<file path="src/rtl/irqf_pkg.sv">
package irqf_pkg;
  localparam int unsigned ADDR_W = 8;

  localparam logic [ADDR_W-1:0] A_PEND     = 8'h00;
  localparam logic [ADDR_W-1:0] A_MASK     = 8'h01;
  localparam logic [ADDR_W-1:0] A_ACK      = 8'h02;
  localparam logic [ADDR_W-1:0] A_SEC_STAT = 8'h03;
  localparam logic [ADDR_W-1:0] A_SEC_MASK = 8'h04;
  localparam logic [ADDR_W-1:0] A_SPKR     = 8'h05;
  localparam logic [ADDR_W-1:0] A_MODE_A   = 8'h06;
  localparam logic [ADDR_W-1:0] A_MODE_B   = 8'h07;
  localparam logic [ADDR_W-1:0] A_KBD      = 8'h08;
  localparam logic [ADDR_W-1:0] A_DCMD_A   = 8'h09;
  localparam logic [ADDR_W-1:0] A_DCMD_B   = 8'h0A;
  localparam logic [ADDR_W-1:0] A_DMSK_A   = 8'h0B;
  localparam logic [ADDR_W-1:0] A_DMSK_B   = 8'h0C;
  localparam logic [ADDR_W-1:0] A_DRST_A   = 8'h0D;
  localparam logic [ADDR_W-1:0] A_DRST_B   = 8'h0E;
  localparam logic [ADDR_W-1:0] A_SEC_ACK  = 8'h0F;

  localparam logic [1:0] SZ_1 = 2'd0;
  localparam logic [1:0] SZ_8 = 2'd3;

  typedef enum logic [2:0] {
    RS_ZERO, RS_PEND, RS_MASK, RS_SEC_MASK, RS_SPKR, RS_MODE_A, RS_MODE_B
  } rsel_e;

  typedef struct packed {
    logic mask_pri;
    logic ack;
    logic mask_sec;
    logic mode_a;
    logic mode_b;
  } wstb_t;
endpackage

</file>
<file path="src/rtl/irqf_decode.sv">
module irqf_decode
  import irqf_pkg::*;
(
  input  logic              acc_valid,
  input  logic              acc_write,
  input  logic [ADDR_W-1:0] acc_addr,
  input  logic [1:0]        acc_size,
  output wstb_t             wstb,
  output rsel_e             rsel,
  output logic              err
);
  always_comb begin
    wstb = '0;
    rsel = RS_ZERO;
    err  = 1'b0;
    if (acc_valid) begin
      if (acc_write) begin
        if (acc_size != SZ_1) begin
          err = 1'b1;
        end else begin
          case (acc_addr)
            A_MASK:     wstb.mask_pri = 1'b1;
            A_ACK:      wstb.ack      = 1'b1;
            A_SEC_MASK: wstb.mask_sec = 1'b1;
            A_MODE_A:   wstb.mode_a   = 1'b1;
            A_MODE_B:   wstb.mode_b   = 1'b1;
            A_SPKR, A_KBD, A_DCMD_A, A_DCMD_B, A_DMSK_A, A_DMSK_B,
            A_DRST_A, A_DRST_B, A_SEC_ACK: ;
            default:    err = 1'b1;
          endcase
        end
      end else if (acc_size == SZ_8) begin
        if (acc_addr == A_PEND) rsel = RS_PEND;
        else                    err  = 1'b1;
      end else if (acc_size != SZ_1) begin
        err = 1'b1;
      end else begin
        case (acc_addr)
          A_PEND:     rsel = RS_PEND;
          A_MASK:     rsel = RS_MASK;
          A_SEC_STAT: rsel = RS_ZERO;
          A_SEC_MASK: rsel = RS_SEC_MASK;
          A_SPKR:     rsel = RS_SPKR;
          A_MODE_A:   rsel = RS_MODE_A;
          A_MODE_B:   rsel = RS_MODE_B;
          default:    err  = 1'b1;
        endcase
      end
    end
  end
endmodule

</file>
<file path="src/rtl/irqf_regs.sv">
module irqf_regs
  import irqf_pkg::*;
#(
  parameter int unsigned DATA_W    = 8,
  parameter int unsigned ACK_IDX_W = 4
) (
  input  logic              clk,
  input  logic              rst_n,
  input  wstb_t             wstb,
  input  logic [DATA_W-1:0] wdata,
  input  logic [DATA_W-1:0] src_set,
  input  logic [DATA_W-1:0] src_clr,
  output logic [DATA_W-1:0] pend,
  output logic [DATA_W-1:0] en,
  output logic [DATA_W-1:0] sec_mask,
  output logic [DATA_W-1:0] mode_a,
  output logic [DATA_W-1:0] mode_b,
  output logic              irq_req
);
  logic [DATA_W-1:0] ack_vec, pend_nxt, en_nxt;
  logic              pend_ld, irq_nxt;

  for (genvar i = 0; i < DATA_W; i++) begin : g_ack
    assign ack_vec[i] = wstb.ack && (wdata[ACK_IDX_W-1:0] == ACK_IDX_W'(i));
  end

  always_comb begin
    pend_ld  = (|src_set) || (|src_clr) || wstb.ack;
    pend_nxt = (pend & ~src_clr & ~ack_vec) | src_set;
    en_nxt   = wstb.mask_pri ? ~wdata : en;
    irq_nxt  = |(pend_nxt & en_nxt);
  end

  always_ff @(posedge clk or negedge rst_n) begin
    if (!rst_n) begin
      pend     <= '0;
      en       <= '0;
      sec_mask <= '0;
      mode_a   <= '0;
      mode_b   <= '0;
      irq_req  <= 1'b0;
    end else begin
      if (pend_ld)       pend     <= pend_nxt;
      if (wstb.mask_pri) en       <= en_nxt;
      if (wstb.mask_sec) sec_mask <= wdata;
      if (wstb.mode_a)   mode_a   <= wdata;
      if (wstb.mode_b)   mode_b   <= wdata;
      irq_req <= irq_nxt;
    end
  end

  p_irq_follows_r2: assert property (@(posedge clk) disable iff (!rst_n)
    irq_req == (|(pend & en)));
  p_mask_inverts_r3: assert property (@(posedge clk) disable iff (!rst_n)
    wstb.mask_pri |=> en == ~$past(wdata));
  p_ack_no_set_r4: assert property (@(posedge clk) disable iff (!rst_n)
    (wstb.ack && src_set == '0) |=> (pend & ~$past(pend)) == '0);
  p_set_wins_r5: assert property (@(posedge clk) disable iff (!rst_n)
    (src_set != '0) |=> (pend & $past(src_set)) == $past(src_set));
  p_clr_drops_r5: assert property (@(posedge clk) disable iff (!rst_n)
    ((src_clr & ~src_set) != '0) |=> (pend & $past(src_clr & ~src_set)) == '0);
  p_sec_quiet_r6: assert property (@(posedge clk) disable iff (!rst_n)
    wstb.mask_sec |=> $stable(en));
endmodule

</file>
<file path="src/rtl/irqf_resp.sv">
module irqf_resp
  import irqf_pkg::*;
#(
  parameter int unsigned DATA_W   = 8,
  parameter int unsigned RD_W     = 64,
  parameter int unsigned SPKR_BIT = 5
) (
  input  logic              clk,
  input  logic              rst_n,
  input  logic              acc_valid,
  input  rsel_e             rsel,
  input  logic              err,
  input  logic [DATA_W-1:0] pend,
  input  logic [DATA_W-1:0] en,
  input  logic [DATA_W-1:0] sec_mask,
  input  logic [DATA_W-1:0] mode_a,
  input  logic [DATA_W-1:0] mode_b,
  input  logic              spkr_in,
  output logic              ready,
  output logic              err_q,
  output logic [RD_W-1:0]   rdata
);
  logic [RD_W-1:0] rd_nxt;

  always_comb begin
    rd_nxt = '0;
    case (rsel)
      RS_PEND:     rd_nxt[DATA_W-1:0] = pend;
      RS_MASK:     rd_nxt[DATA_W-1:0] = ~en;
      RS_SEC_MASK: rd_nxt[DATA_W-1:0] = sec_mask;
      RS_SPKR:     rd_nxt[SPKR_BIT]   = spkr_in;
      RS_MODE_A:   rd_nxt[DATA_W-1:0] = mode_a;
      RS_MODE_B:   rd_nxt[DATA_W-1:0] = mode_b;
      default:     rd_nxt = '0;
    endcase
  end

  always_ff @(posedge clk or negedge rst_n) begin
    if (!rst_n) begin
      ready <= 1'b0;
      err_q <= 1'b0;
      rdata <= '0;
    end else begin
      ready <= acc_valid;
      err_q <= err;
      rdata <= rd_nxt;
    end
  end

  p_ready_pulse_r10: assert property (@(posedge clk) disable iff (!rst_n)
    acc_valid |=> ready);
  p_ready_idle_r10: assert property (@(posedge clk) disable iff (!rst_n)
    !acc_valid |=> (!ready && !err_q && rdata == '0));
  p_err_no_data_r8: assert property (@(posedge clk) disable iff (!rst_n)
    err_q |-> rdata == '0);
endmodule

</file>
<file path="src/rtl/irq_regfront.sv">
module irq_regfront
  import irqf_pkg::*;
#(
  parameter int unsigned DATA_W    = 8,
  parameter int unsigned RD_W      = 64,
  parameter int unsigned ACK_IDX_W = 4,
  parameter int unsigned SPKR_BIT  = 5
) (
  input  logic              clk,
  input  logic              rst_n,
  input  logic              acc_valid,
  input  logic              acc_write,
  input  logic [ADDR_W-1:0] acc_addr,
  input  logic [1:0]        acc_size,
  input  logic [DATA_W-1:0] acc_wdata,
  output logic              acc_ready,
  output logic              acc_err,
  output logic [RD_W-1:0]   acc_rdata,
  input  logic [DATA_W-1:0] src_set,
  input  logic [DATA_W-1:0] src_clr,
  input  logic              tmr2_hi,
  output logic              irq_req
);
  logic [1:0] rst_pipe;
  logic       rst_sn;
  wstb_t      wstb;
  rsel_e      rsel;
  logic       dec_err;
  logic [DATA_W-1:0] pend, en, sec_mask, mode_a, mode_b;

  always_ff @(posedge clk or negedge rst_n) begin
    if (!rst_n) rst_pipe <= '0;
    else        rst_pipe <= {rst_pipe[0], 1'b1};
  end
  assign rst_sn = rst_pipe[1];

  irqf_decode u_dec (
    .acc_valid (acc_valid),
    .acc_write (acc_write),
    .acc_addr  (acc_addr),
    .acc_size  (acc_size),
    .wstb      (wstb),
    .rsel      (rsel),
    .err       (dec_err)
  );

  irqf_regs #(.DATA_W(DATA_W), .ACK_IDX_W(ACK_IDX_W)) u_regs (
    .clk      (clk),
    .rst_n    (rst_sn),
    .wstb     (wstb),
    .wdata    (acc_wdata),
    .src_set  (src_set),
    .src_clr  (src_clr),
    .pend     (pend),
    .en       (en),
    .sec_mask (sec_mask),
    .mode_a   (mode_a),
    .mode_b   (mode_b),
    .irq_req  (irq_req)
  );

  irqf_resp #(.DATA_W(DATA_W), .RD_W(RD_W), .SPKR_BIT(SPKR_BIT)) u_resp (
    .clk       (clk),
    .rst_n     (rst_sn),
    .acc_valid (acc_valid),
    .rsel      (rsel),
    .err       (dec_err),
    .pend      (pend),
    .en        (en),
    .sec_mask  (sec_mask),
    .mode_a    (mode_a),
    .mode_b    (mode_b),
    .spkr_in   (tmr2_hi),
    .ready     (acc_ready),
    .err_q     (acc_err),
    .rdata     (acc_rdata)
  );
endmodule

</file>
<file path="config.mk">
export PLATFORM = sky130hd
export DESIGN_NAME = irq_regfront
export DESIGN_NICKNAME = d
export VERILOG_FILES = /design/src/rtl/irqf_pkg.sv /design/src/rtl/irqf_decode.sv /design/src/rtl/irqf_regs.sv /design/src/rtl/irqf_resp.sv /design/src/rtl/irq_regfront.sv
export SDC_FILE = /design/constraint.sdc
export NUM_CORES = 1
export LEC_CHECK = 0
export BUFFER_PORTS_ARGS = -buffer_cell sky130_fd_sc_hd__buf_4
export CAP_MARGIN = 40
export CORE_ASPECT_RATIO = 1.2
export CORE_MARGIN = 2
export CORE_UTILIZATION = 47
export DETAILED_ROUTE_END_ITERATION = 8
export GPL_TIMING_DRIVEN = 1
export PLACE_DENSITY = 0.72
export SLEW_MARGIN = 5
export SYNTH_ARGS = -nofsm -noshare
export SYNTH_HDL_FRONTEND = slang
export SYNTH_SLANG_ARGS = --single-unit
</file>
<file path="constraint.sdc">
create_clock -name clk -period 2.06 [get_ports clk]
set_input_delay 0.309 -clock clk [delete_from_list [all_inputs] [get_ports clk]]
set_output_delay 0.309 -clock clk [all_outputs]
set_load 0.005 [all_outputs]
</file>
==> results.md, run 1 <==
- Of the post-synthesis cell area, the part taken by muxes is a little over an eighth.
- The kind of capture point of the worst setup path is a register.
- Setup repair after global routing could not meet its margin everywhere.
- The parity-gate share of the synthesized area counting xor and xnor cells is 0.2934%.
- Data on the critical path arrives at its endpoint at 2290 ps.
- The final layout contains routed wiring with a total length of a little under 7 mm.
- The total overflow left after global routing is 0.
- The via count of the first global-routing pass is approximately 2200.
- The number of buffers added by the clock tree synthesis step is 5.
- The average via count per standard cell is roughly 5.0.
- In this run the worst path has a maximum fanout of 8.
- In this run the core area contains 31 standard-cell rows.
- The largest area contributor in the synthesized netlist is sky130_fd_sc_hd__dfrtp_1.
- Synthesis inferred 53 register bits.
- The detail route stage leaves a number of antenna-violating nets equal to 0.
- The latest clock arrival within the worst-skew pair is 310 ps.
- The final reports fail on setup timing.
- Sorting the synthesized cells by how often they occur yields sky130_fd_sc_hd__buf_4 (56), sky130_fd_sc_hd__dfrtp_1 (53), sky130_fd_sc_hd__a21oi_1 (19), sky130_fd_sc_hd__inv_1 (19), sky130_fd_sc_hd__mux2_2 (16).
- The buffer depth of the longest clock path is 2.
- In the synthesized netlist the dominant register cell turns out to be sky130_fd_sc_hd__dfrtp_1.
- The placed wire-length estimate after detailed placement is 5.033 mm.
- After synthesis, the cell types taking the most area are sky130_fd_sc_hd__dfrtp_1 (44%), sky130_fd_sc_hd__buf_4 (14%), sky130_fd_sc_hd__mux2_2 (6.0%).
- The area fraction in compound gates after synthesis is 13.03%.
- The final count of negative-setup-slack endpoints is 8.
- The count of inserted antenna diode cells is 0.
- The post-CTS setup buffer count is 0.
- Setup total negative slack on the finished layout was measured at -196.4 ps.
- The first-pass GRT wire length is between 10 and 15 mm.
- Hold timing on the final database bottoms out at a slack of 233.2 ps.
- Of all flip-flops after synthesis, the portion carrying an async set or reset was 100.0%.
- The total number of nets in the final design is between 300 and 400.
- Input and output buffers added on the ports amount to 49.
- For the final database, setup skew stands at 5.368 ps.
- 106 I/O pins were placed.
- After filler insertion, the fill cell instance count of the layout stands at roughly 540.
- The first routing iteration left 270 violations.
- The all-layer global routing usage is about a fifth.
- The data required time of the worst path is 2260 ps.
- The die covers 7008 sq um.
- The largest net degree at the start of global routing is 52.
- The number of vias after detailed routing is around 2200.
- The congestion estimate from routability-driven global placement came to 0.8237.
- The worst path uses 101.4% of the clock period.
- The launching element type of the critical path is an input pin.
- The flow ran to the end, but the final reports show violations.
- The cell area power density is 524.8 nW/um^2.
- The effective utilization at floorplan is about half.
- The initial antenna violation count is 0.
- In this run the vertical extent of the chip is 91.31 um.
- The worst setup path is of the input pin to register kind.
- For this run, the register share of the synthesized area comes to 44.43%.
- During synthesis, Yosys emitted a total of 0 warnings.
- CTS placed an instance of sky130_fd_sc_hd__clkbuf_8 at the clock tree root.
- The worst slack at placement is -420.9 ps.
- The routed design could run at a clock period as short as 2088 ps.
- The area of the core is 6090 sq um.
- Synthesis instantiated 45 different standard cells from the library.
- The standby leakage power is roughly 1.8 nW.
- TritonCTS built the clock tree.
- The finished cells cover 3608 sq um.
- After Yosys synthesis, full adders, half adders and majority gates account for 0% of the synthesized area.
- The final worst setup slack is -28.42 ps.
- The first TritonRoute pass finished after 5 iterations.
- By area, the combinational part of the netlist is dominated by buffers and inverters.
- The largest voltage drop on the vdd net is 0.3410 mV.
- After Yosys synthesis, and, or, nand and nor cells account for 10.23% of the synthesized area.
- The count of pins over their slew limit is 0.
- The width of the die is 76.76 um.
- After detailed placement, the total cell area comes to 3467 sq um.
- The post-synthesis cell area is 2985 sq um.
- After detailed routing, the number of remaining DRC violations is 0.
- The share of final-layout standard cells stronger than drive strength 1 is 35.10%.
- The tree built by TritonCTS fans out to 53 sinks.
- The cell count after synthesis is approximately 280.
- Yosys instantiated no cell more often than sky130_fd_sc_hd__buf_4.
- The share of synthesized area in the top cell type comes to between 40 and 50%.
- From synthesis to final layout, the design area changed by 20.87%.
- The number of enable-type register cells in the synthesized netlist is 0.
- The max-capacitance violation count is 0.
- Dividing the detail-routed wire length by the instance count gives ~15 um.
- Clock-pin slew was measured on the worst setup and hold paths at 100 ps.
- The mean instance size in the synthesized netlist is 10.78 sq um.
- The clock tree synthesis step divided the H-tree into 2 levels.
- The tightest min-delay check is of the input pin to register type.
- The final number of hold-violating endpoints was 0.
- The timing-limited maximum frequency is 478.8 MHz.
-- placed cells by master (no fill, tap or decap), drive strengths merged, types with 2 or more instances in the layout --
cell type  Yosys  final
or2            2      2
nand2b         4      4
nand2          5      5
or4b           2      2
clkbuf         6      6
buf           59     83
dfrtp         53     53
nor2          11     11
a22oi          5      5
a2bb2oi        7      7
mux2          24     24
a222oi         7      7
nor4           5      5
o21ai          9      9
o31ai          2      2
mux2i         10     10
or3            3      3
a21oi         19     19
nor3           2      2
inv           19     20
and2           3      3
a211oi         2      2
conb           2     57
-- area by class of cell --
| class | instances | area (sq um) | area share, % |
|---|---|---|---|
| multi-input combinational | 195 | 1333 | 36.93 |
| tap | 82 | 102.6 | 2.843 |
| timing repair buffer | 84 | 688.2 | 19.07 |
| clock inverter | 2 | 13.76 | 0.3814 |
| clock buffer | 6 | 72.57 | 2.011 |
| inverter | 19 | 71.32 | 1.976 |
| sequential | 53 | 1328 | 36.79 |
-- logic make-up after synthesis --
family / Yosys count
buffers and inverters: 84
DFF: 53
xor gates and xnor gates: 1
other: 2
AOI/OAI and AO/OA: 56
muxes: 34
and+or+nand+nor: 47
-- power breakdown --
part,total (mW),switching (mW),internal (mW)
registers,1.07,0.0121,1.06
logic,0.227,0.125,0.102
clock network,0.595,0.352,0.243
-- per-layer routing --
layer	GRT usage, %	wire [um]
met4	6.364	117
met5	0	0
met2	34.43	3526
met1	25.88	2806
met3	3.082	380
-- path summary, 6_finish.rpt --
kind / from / end / slack, ps / cells after the start
max reg2reg: u_regs.en[5] / u_resp.rdata[5] / 840 / 4
min reg2reg: rst_pipe[1] / u_regs.pend[4] / 250 / 1
min: acc_wdata[6] / u_regs.en[6] / 230 / 2
max in group asynchronous: rst_pipe[1] / u_regs.mode_b[5] / 1580 / 1
max: acc_addr[6] / u_regs.sec_mask[0] / -30 / 7
min in group asynchronous: rst_pipe[1] / u_regs.pend[4] / 250 / 1
-- stage by stage --
stage	total power, mW	std cells	utilization (%)
after floorplan	1.270	332	-
final	1.894	441	59.26
after CTS	1.902	441	58.99
after detailed placement	1.314	432	56.93
after global routing	1.976	441	59.26
after global placement	1.308	432	56.93
-- registers in the layout, summed over array words and instances, names as in the netlist --
register / count
u_regs.mode_b: 8
u_resp.ready: 1
u_resp.err_q: 1
u_regs.mode_a: 8
u_resp.rdata: 8
u_regs.sec_mask: 8
rst_pipe: 2
u_regs.irq_req: 1
u_regs.pend: 8
u_regs.en: 8
-- critical path: stages --
cell	delay (ps)
sky130_fd_sc_hd__buf_6	90
sky130_fd_sc_hd__or4_4	520
sky130_fd_sc_hd__or2_1	240
sky130_fd_sc_hd__or3_4	340
sky130_fd_sc_hd__or3_1	330
sky130_fd_sc_hd__buf_6	170
sky130_fd_sc_hd__mux2_4	300
-- timing repair --
| item | 4_1_cts | 5_1_grt |
|---|---|---|
| hold buffers | 1 | 0 |
| pin swaps | 4 | 4 |
| resized for setup | 7 | 11 |
| setup endpoints to repair | 24 | 30 |
| endpoints found under the hold margin | 2 | 0 |
| cloned | 0 | 0 |
Power figures use the tool's default switching activity.
==> run 2: changes to the inputs <==
--- a/config.mk
+++ b/config.mk
@@ -11,7 +11,7 @@
 export CORE_MARGIN = 2
 export CORE_UTILIZATION = 47
 export DETAILED_ROUTE_END_ITERATION = 8
-export GPL_TIMING_DRIVEN = 1
+export GPL_TIMING_DRIVEN = 0
 export PLACE_DENSITY = 0.72
 export SLEW_MARGIN = 5
 export SYNTH_ARGS = -nofsm -noshare
==> results.md, run 2 (same netlist as run 1, synthesis figures left out) <==
- The clock slew seen by the registers of the worst setup and hold paths came to 100 ps (about the same).
- The met2 usage is 39.91% (+5.5 points).
- The H-tree depth reported by CTS came to 2 (unchanged).
- The detailed-route wire length per cell is 15.22 um (-1.7%).
- The root buffer selected by CTS is sky130_fd_sc_hd__clkbuf_8.
- The CTS tree is done.
- The average via count per standard cell is 4.815 (-4.1%).
- The final reports fail on setup timing.
- The global-route met1 utilization was 25.03% (-0.84 points).
- The final critical path time including I/O delays and setup is 2177 ps (+88.54 ps).
- The standby leakage power is 2.127 nW (+18%).
- The largest fanout of any net on the critical path was 8 (unchanged).
- The data required time of the worst path is 2250 ps (about the same).
- The final worst setup slack is -117.0 ps (-88.54 ps).
- The largest voltage drop on the vdd net is 0.3613 mV (+6.0%).
- The number of buffers added by the clock tree synthesis step is 5 (unchanged).
- The sink count of the clock tree came to 53 (unchanged).
- The worst min-delay path category is input pin to register.
- The sequential cell area is 1328 sq um (unchanged).
- The number of routed nets with antenna violations is 0 (unchanged).
- The slowest stage of the critical path belongs to the cell sky130_fd_sc_hd__or4_4.
- The number of vias after detailed routing is 2374 (+7.2%).
- The remaining global-route overflow is 0 (unchanged).
- The run finished, with violations left.
- The number of DRC markers in iteration 0 is 177 (-34%).
- The final cell count without fillers came to 493 (+12%).
- The final core utilization is 68.60% (+9.3 points).
- The number of DRC violations after detailed routing is 0 (unchanged).
- The all-layer global routing usage came to 21.65% (+1.6 points).
- The placer's final routability congestion estimate is 0.8629 (+4.8%).
- The first-pass GRT wire length is 12.01 mm (+8.9%).
- The final setup skew was 8.436 ps (+3.068 ps).
- The count of port buffers added during placement is 47 (-4.1%).
- The placed cell area is 3700 sq um (+6.7%).
- After global routing, the most crowded layer is met2.
- The latest clock arrival within the worst-skew pair is 310 ps (about the same).
- The worst hold margin came to 141.1 ps (-92.12 ps).
- The via count of the first global-routing pass is 2459 (+14%).
- The final-layout fill cell count is 448 (-16%).
- The share of final-layout standard cells stronger than drive strength 1 came to 45.74% (+11 points).
- The instance count after placement with tap cells included is 466 (+7.9%).
- Walking the worst path, the cells encountered are buf_6 -> or4_4 -> or2_4 -> or3_4 -> or3_1 -> buf_6 -> mux2_4.
- The post-route cell area was 4178 sq um (+16%).
- Following the worst setup path forward leads to its endpoint at u_regs.sec_mask[7].
- The post-synthesis to final-layout area growth is 39.94%.
- In the layout the commonest cells are sky130_fd_sc_hd__buf_4 (119), sky130_fd_sc_hd__conb_1 (57), sky130_fd_sc_hd__dfrtp_1 (52), sky130_fd_sc_hd__inv_1 (19), sky130_fd_sc_hd__a21oi_1 (18).
- The effective utilization at floorplan was 49.02% (unchanged).
- The final period utilization is 105.7% (+4.3 points).
- STA classifies the critical path endpoint as a register.
- The worst slack at placement is -706.0 ps (-285.1 ps).
- The area of the core is 6090 sq um (unchanged).
- The detailed-route wire length came to 7.504 mm (+9.9%).
- The number of cells on the worst reg-to-reg path is 4 (unchanged).
- The cell area power density is 489.0 nW/um^2 (-6.8%).
- The final sum of negative setup slack is -960.8 ps (-764.4 ps).
- In this design, the critical path's most frequently occurring cell is sky130_fd_sc_hd__buf_6.
- The timing-limited maximum frequency is 459.4 MHz (-4.1%).
- The largest net degree at the start of global routing is 32 (-38%).
- The vertical die dimension is 91.31 um (unchanged).
- The endpoint of the worst register-to-register path is u_resp.rdata[5].
- The number of rows created at floorplan came to 31 (unchanged).
- The initial antenna violation count was 0 (unchanged).
- The I/O pin count is 106 (unchanged).
- The met3 usage is 4.175% (+1.1 points).
- The final count of negative-setup-slack endpoints is 15 (+7).
- The total number of nets in the final design was 449 (+13%).
- STA classifies the critical path startpoint as an input pin.
- The total power draw is 2.043 mW (+7.9%).
- The count of inserted antenna diode cells is 0 (unchanged).
- The arrival time of data at the critical path endpoint came to 2370 ps (+80 ps).
- The critical path is of the input pin to register type.
- The final number of hold-violating endpoints is 0 (unchanged).
- The most frequent standard cell in the layout excluding fill and tap cells is sky130_fd_sc_hd__buf_4.
- The width of the die is 76.76 um (unchanged).
- Setup repair after global routing could not meet its margin everywhere.
- The placed wire-length estimate after detailed placement came to 5.067 mm (+0.68%).
- The worst-case register-to-register setup slack is 810 ps (-30 ps).
- The startpoint of the most critical register-to-register path is u_regs.en[5].
- The count of pins over their slew limit is 0 (unchanged).
- The buffer depth of the longest clock path came to 2 (unchanged).
- The number of optimization iterations in the first detailed-route pass was 4 (-1).
- The maximum single-stage delay on the critical path came to 530 ps (about the same).
- The max-capacitance violation count is 0 (unchanged).
- The area of the die is 7008 sq um (unchanged).
- The launching instance or port of the critical path is acc_addr[6].
- The area occupied by multi-input gates is 1496 sq um (+12%).
## run 2: power breakdown
| group | total [mW] | switching, mW | internal, mW | leakage, nW |
|---|---|---|---|---|
| Combinational | 0.308 | 0.144 | 0.163 | 1.41 |
| Sequential | 1.08 | 0.0191 | 1.06 | 0.657 |
| Clock | 0.657 | 0.346 | 0.311 | 0.0549 |
| Total | 2.04 | 0.509 | 1.53 | 2.13 |
## run 2: final cells by class
type,count,share of cell area (%)
plain buffers,63,11.20
clock buffers,7,2.306
clock inverters,1,0.2096
inverters,19,1.707
multi-input cells,195,35.82
flip-flops and latches,53,31.78
well taps,82,2.456
repair buffers,73,14.53
## run 2: metal layers
layer  part of all wire (%)  wire [um]  up-vias
met5                      0          0        -
met4                    1.4        104        0
met3                    6.1        458       13
met2                     54       4043       99
met1                     39       2897     1132
li1                       -          -     1130
## run 2: repair_timing
action / in CTS / in global routing
hold buffers: 1 / 0
endpoints found under the setup margin: 33 / 32
pin swaps: 10 / 12
hold endpoints to repair: 2 / 0
resized for setup: 26 / 25
setup buffers: 18 / 3
## run 2: worst min-delay path by stage
stage	to	depth (start not counted)	slack, ps	startpoint
6_report	u_resp.ready	1	140	acc_valid
5_1_grt	u_resp.ready	1	130	acc_valid
4_1_cts	u_resp.ready	1	140	acc_valid
3_5_place_dp	rst_pipe[0]	1	90	rst_n
3_3_place_gp	rst_pipe[0]	1	90	rst_n
2_1_floorplan	rst_pipe[0]	0	10	rst_n
## run 2: critical path, delay by kind of cell
kind	cells	cell delay, ps
multiplexers	1	300
AND/OR/NAND/NOR	4	1500
buffers and inverters	2	260
==> run 3: changes to the inputs <==
--- a/config.mk
+++ b/config.mk
@@ -9,11 +9,13 @@
 export CAP_MARGIN = 40
 export CORE_ASPECT_RATIO = 1.2
 export CORE_MARGIN = 2
-export CORE_UTILIZATION = 47
+export CORE_UTILIZATION = 30
+export CTS_CLUSTER_SIZE = 40
 export DETAILED_ROUTE_END_ITERATION = 8
 export GPL_TIMING_DRIVEN = 0
-export PLACE_DENSITY = 0.72
+export PLACE_DENSITY = 0.48
 export SLEW_MARGIN = 5
 export SYNTH_ARGS = -nofsm -noshare
 export SYNTH_HDL_FRONTEND = slang
+export SYNTH_HIERARCHICAL = 1
 export SYNTH_SLANG_ARGS = --single-unit
==> results.md, run 3 <==
- The final setup skew is 9.139 ps (+0.7028 ps).
- The placed wire-length estimate after detailed placement was 5.626 mm (+11%).
- The number of routed nets with antenna violations is 0 (unchanged).
- The cell count after synthesis was 307 (+11%).
- The detailed-route wire length was 7.675 mm (+2.3%).
- Setup repair after global routing could not meet its margin everywhere.
- The all-layer global routing usage was 13.84% (-7.8 points).
- The share of synthesized area spent on multiplexers came to 11.61% (-1.8 points).
- The launching instance or port of the critical path is acc_addr[5].
- The effective utilization at floorplan is 31.13% (-18 points).
- The area of the die was 11330 sq um (+62%).
- The kind of capture point of the worst setup path is a register.
- The final-layout fill cell count is 1019 (+130%).
- The detailed-route wire length per cell is 13.88 um (-8.8%).
- The post-synthesis cell area came to 3147 sq um (+5.4%).
- The count of pins over their slew limit is 0 (unchanged).
- The largest fanout of any net on the critical path came to 5 (-3).
- The area occupied by multi-input gates is 1592 sq um (+6.4%).
- The most frequent standard cell in the layout excluding fill and tap cells is sky130_fd_sc_hd__buf_4.
- The initial antenna violation count is 0 (unchanged).
- The post-synthesis to final-layout area growth is 33.88%.
- The number of DRC markers in iteration 0 is 94 (-47%).
- The final number of hold-violating endpoints is 0 (unchanged).
- The latest clock arrival within the worst-skew pair is 290 ps (-20 ps).
- The number of distinct library cells after synthesis came to 53 (+18%).
- The number of cells on the worst reg-to-reg path is 4 (unchanged).
- The share of flip-flops with an asynchronous set or reset is 100.0% (unchanged).
- The number of vias after detailed routing is 2423 (+2.1%).
- The width of the die came to 97.50 um (+27%).
- The number of rows created at floorplan is 40 (+29%).
- The library cells used most frequently in the layout, excluding fill and tap cells, are sky130_fd_sc_hd__buf_4 (111), sky130_fd_sc_hd__conb_1 (57), sky130_fd_sc_hd__dfrtp_1 (52), sky130_fd_sc_hd__nand2b_1 (25), sky130_fd_sc_hd__mux2_2 (24).
- Summed over all instances, the cell type with the most area after synthesis is sky130_fd_sc_hd__dfrtp_1.
- The number of warning messages in the yosys log was 6 (+6).
- In the post-synthesis netlist, the biggest area contributors are sky130_fd_sc_hd__dfrtp_1 (42%), sky130_fd_sc_hd__buf_4 (13%), sky130_fd_sc_hd__mux2_2 (8.6%).
- The share of the synthesized area in the top cell type is 42.15% (-2.3 points).
- The cell sitting at the root of the clock tree is a sky130_fd_sc_hd__clkbuf_16.
- The CTS tree is done.
- The arrival time of data at the critical path endpoint is 2690 ps (+320 ps).
- The number of flip-flops and latches in the synthesized netlist is 53 (unchanged).
- The share of final-layout standard cells stronger than drive strength 1 was 40.52% (-5.2 points).
- By instance count, the leading cell after synthesis is sky130_fd_sc_hd__buf_4.
- The standby leakage power was 2.135 nW (+0.39%).
- The final count of negative-setup-slack endpoints was 1 (-14).
- The first-pass GRT wire length came to 12.36 mm (+2.9%).
- The placed cell area was 3920 sq um (+6.0%).
- The instance count after placement with tap cells included is 537 (+15%).
- The area fraction in compound gates after synthesis is 9.503% (-3.5 points).
- The sink count of the clock tree is 53 (unchanged).
- The average via count per standard cell came to 4.382 (-9.0%).
- The final worst setup slack is -460.4 ps (-343.4 ps).
- The final reports fail on setup timing.
- The worst register-to-register path begins at u_regs/pend[3].
- The simple-gate share of the synthesized area is 20.20% (+10 points).
- The combinational family with the most area after synthesis is simple AND/OR/NAND/NOR gates.
- The via count of the first global-routing pass is 2373 (-3.5%).
- The worst slack at placement is -1159 ps (-453.3 ps).
- The parity-gate share of the synthesized area counting xor and xnor cells came to 0% (-0.29 points).
- The mean instance size in the synthesized netlist is 10.25 sq um (-4.9%).
- The count of inserted antenna diode cells is 0 (unchanged).
- The post-route cell area is 4213 sq um (+0.84%).
- The number of buffers added by the clock tree synthesis step came to 5 (unchanged).
- The placer's final routability congestion estimate is 0.8235 (-4.6%).
- The number of DRC violations after detailed routing is 0 (unchanged).
- The most common flop cell mapped by yosys is sky130_fd_sc_hd__dfrtp_1.
- The sequential cell area was 1328 sq um (unchanged).
- The clock slew seen by the registers of the worst setup and hold paths is 80 ps (-20 ps).
- The flow ran to the end, but the final reports show violations.
- The count of port buffers added during placement is 48 (+2.1%).
- The commonest cells after synthesis are sky130_fd_sc_hd__buf_4 (56), sky130_fd_sc_hd__dfrtp_1 (53), sky130_fd_sc_hd__nand2b_1 (25).
- The timing-limited maximum frequency was 396.8 MHz (-14%).
- The maximum single-stage delay on the critical path was 410 ps (-120 ps).
- The vertical die dimension is 116.2 um (+27%).
- The final critical path time including I/O delays and setup is 2520 ps (+343.4 ps).
- The H-tree depth reported by CTS came to 2 (unchanged).
- The slowest stage of the critical path belongs to the cell sky130_fd_sc_hd__or3b_4.
- The total number of nets in the final design is 465 (+3.6%).
- For the pin with the worst max-slew slack, the measured transition is roughly 560 ps.
- The worst hold margin came to 173.9 ps (+32.83 ps).
- The cell depth of the worst hold path is 1 (unchanged).
- The share of the yosys chip area belonging to registers is 42.15% (-2.3 points).
- The most prevalent standard cell on the critical path is sky130_fd_sc_hd__buf_6.
- The data required time of the worst path is 2230 ps (-20 ps).
- The number of optimization iterations in the first detailed-route pass is 4 (unchanged).
- The remaining global-route overflow came to 0 (unchanged).
- The area of the core is 10110 sq um (+66%).
- The buffer depth of the longest clock path is 2 (unchanged).
- The worst min-delay path category is input pin to register.
- The worst hold path begins at acc_valid.
- The final period utilization is 122.3% (+17 points).
- The post-synthesis adder-cell area fraction is 0% (unchanged).
- The largest net degree at the start of global routing is 29 (-9.4%).
- The number of enable-type register cells in the synthesized netlist is 0 (unchanged).
- The max-capacitance violation count is 0 (unchanged).
- Measured against its own limit, the worst slew margin works out to 62.75%.
- The final cell count without fillers is 553 (+12%).
- The cell area power density is 528.6 nW/um^2 (+8.1%).
- The launching element type of the critical path is an input pin.
- The setup path with the least slack is of type input pin to register.
- Traced cell by cell, the critical path runs through buf_6 -> nor4_4 -> nand4b_4 -> nor4b_4 -> or3b_4 -> buf_6 -> or3_1 -> a32o_1 -> or4_1.
- The largest voltage drop on the vdd net was 0.3491 mV (-3.4%).
- The I/O pin count is 106 (unchanged).
run 3: cell type report:
class / count / area share (%)
inverters: 8 / 0.7128
repair buffers: 59 / 11.05
multi-input cells: 233 / 37.78
plain buffers: 66 / 11.73
flip-flops and latches: 53 / 31.51
clock inverters: 3 / 0.5049
well taps: 126 / 3.742
clock buffers: 5 / 2.970
run 3: report_power, final:
part           total (mW)  switching (mW)  internal [mW]
Combinational       0.296           0.132          0.164
Clock               0.848           0.394          0.454
Sequential           1.08          0.0215           1.06
run 3: path summary, 6_finish.rpt:
check                           slack [ps]         endpoint
min in group asynchronous              260  u_resp/rdata[7]
worst max-delay path                  -460   u_regs/irq_req
worst min-delay path                   170     u_resp/ready
worst max register to register         580   u_regs/irq_req
max in group asynchronous             1250     u_resp/err_q
worst min register to register         260  u_resp/rdata[7]
run 3: metrics by stage:
stage | power, mW | setup TNS, ps | util (%)
floorplan | 1.272 | -800.6 | -
global placement | 1.382 | -35340 | 38.56
detailed placement | 1.388 | -20720 | 38.77
CTS | 2.249 | -453.6 | 41.32
global route | 2.335 | -555.8 | 41.67
finish | 2.227 | -460.4 | 41.67
run 3: timing repair:
| item | 4_1_cts | 5_1_grt |
|---|---|---|
| resized for setup | 13 | 8 |
| pin swaps | 4 | 1 |
| hold endpoints to repair | 2 | 0 |
| hold buffers | 1 | 0 |
| setup buffers | 7 | 2 |
| endpoints found under the setup margin | 39 | 15 |
run 3: layer usage:
metal  wire length [um]  vias up  share of wire (%)  global-route usage (%)
li1                   -     1185                  -                       -
met1               3329     1154                 43                   17.53
met2               3847       76                 50                   24.32
met3                383        8                5.0                   2.334
met4                115        0                1.5                   4.444
met5                  0        -                  0                       0
run 3: critical path: cells and delay by family:
kind	cells	cell delay, ps
buffers and inverters	2	240
AO/OA/AOI/OAI	1	250
AND/OR/NAND/NOR	6	1890
run 3: cells by family (layout without fill, tap and decap cells):
kind of cell / count (synthesis) / count (layout)
multiplexers: 33 / 33
other: 2 / 57
AND/OR/NAND/NOR: 102 / 102
AO/OA/AOI/OAI: 41 / 41
buffers and inverters: 76 / 141
flip-flops: 53 / 53
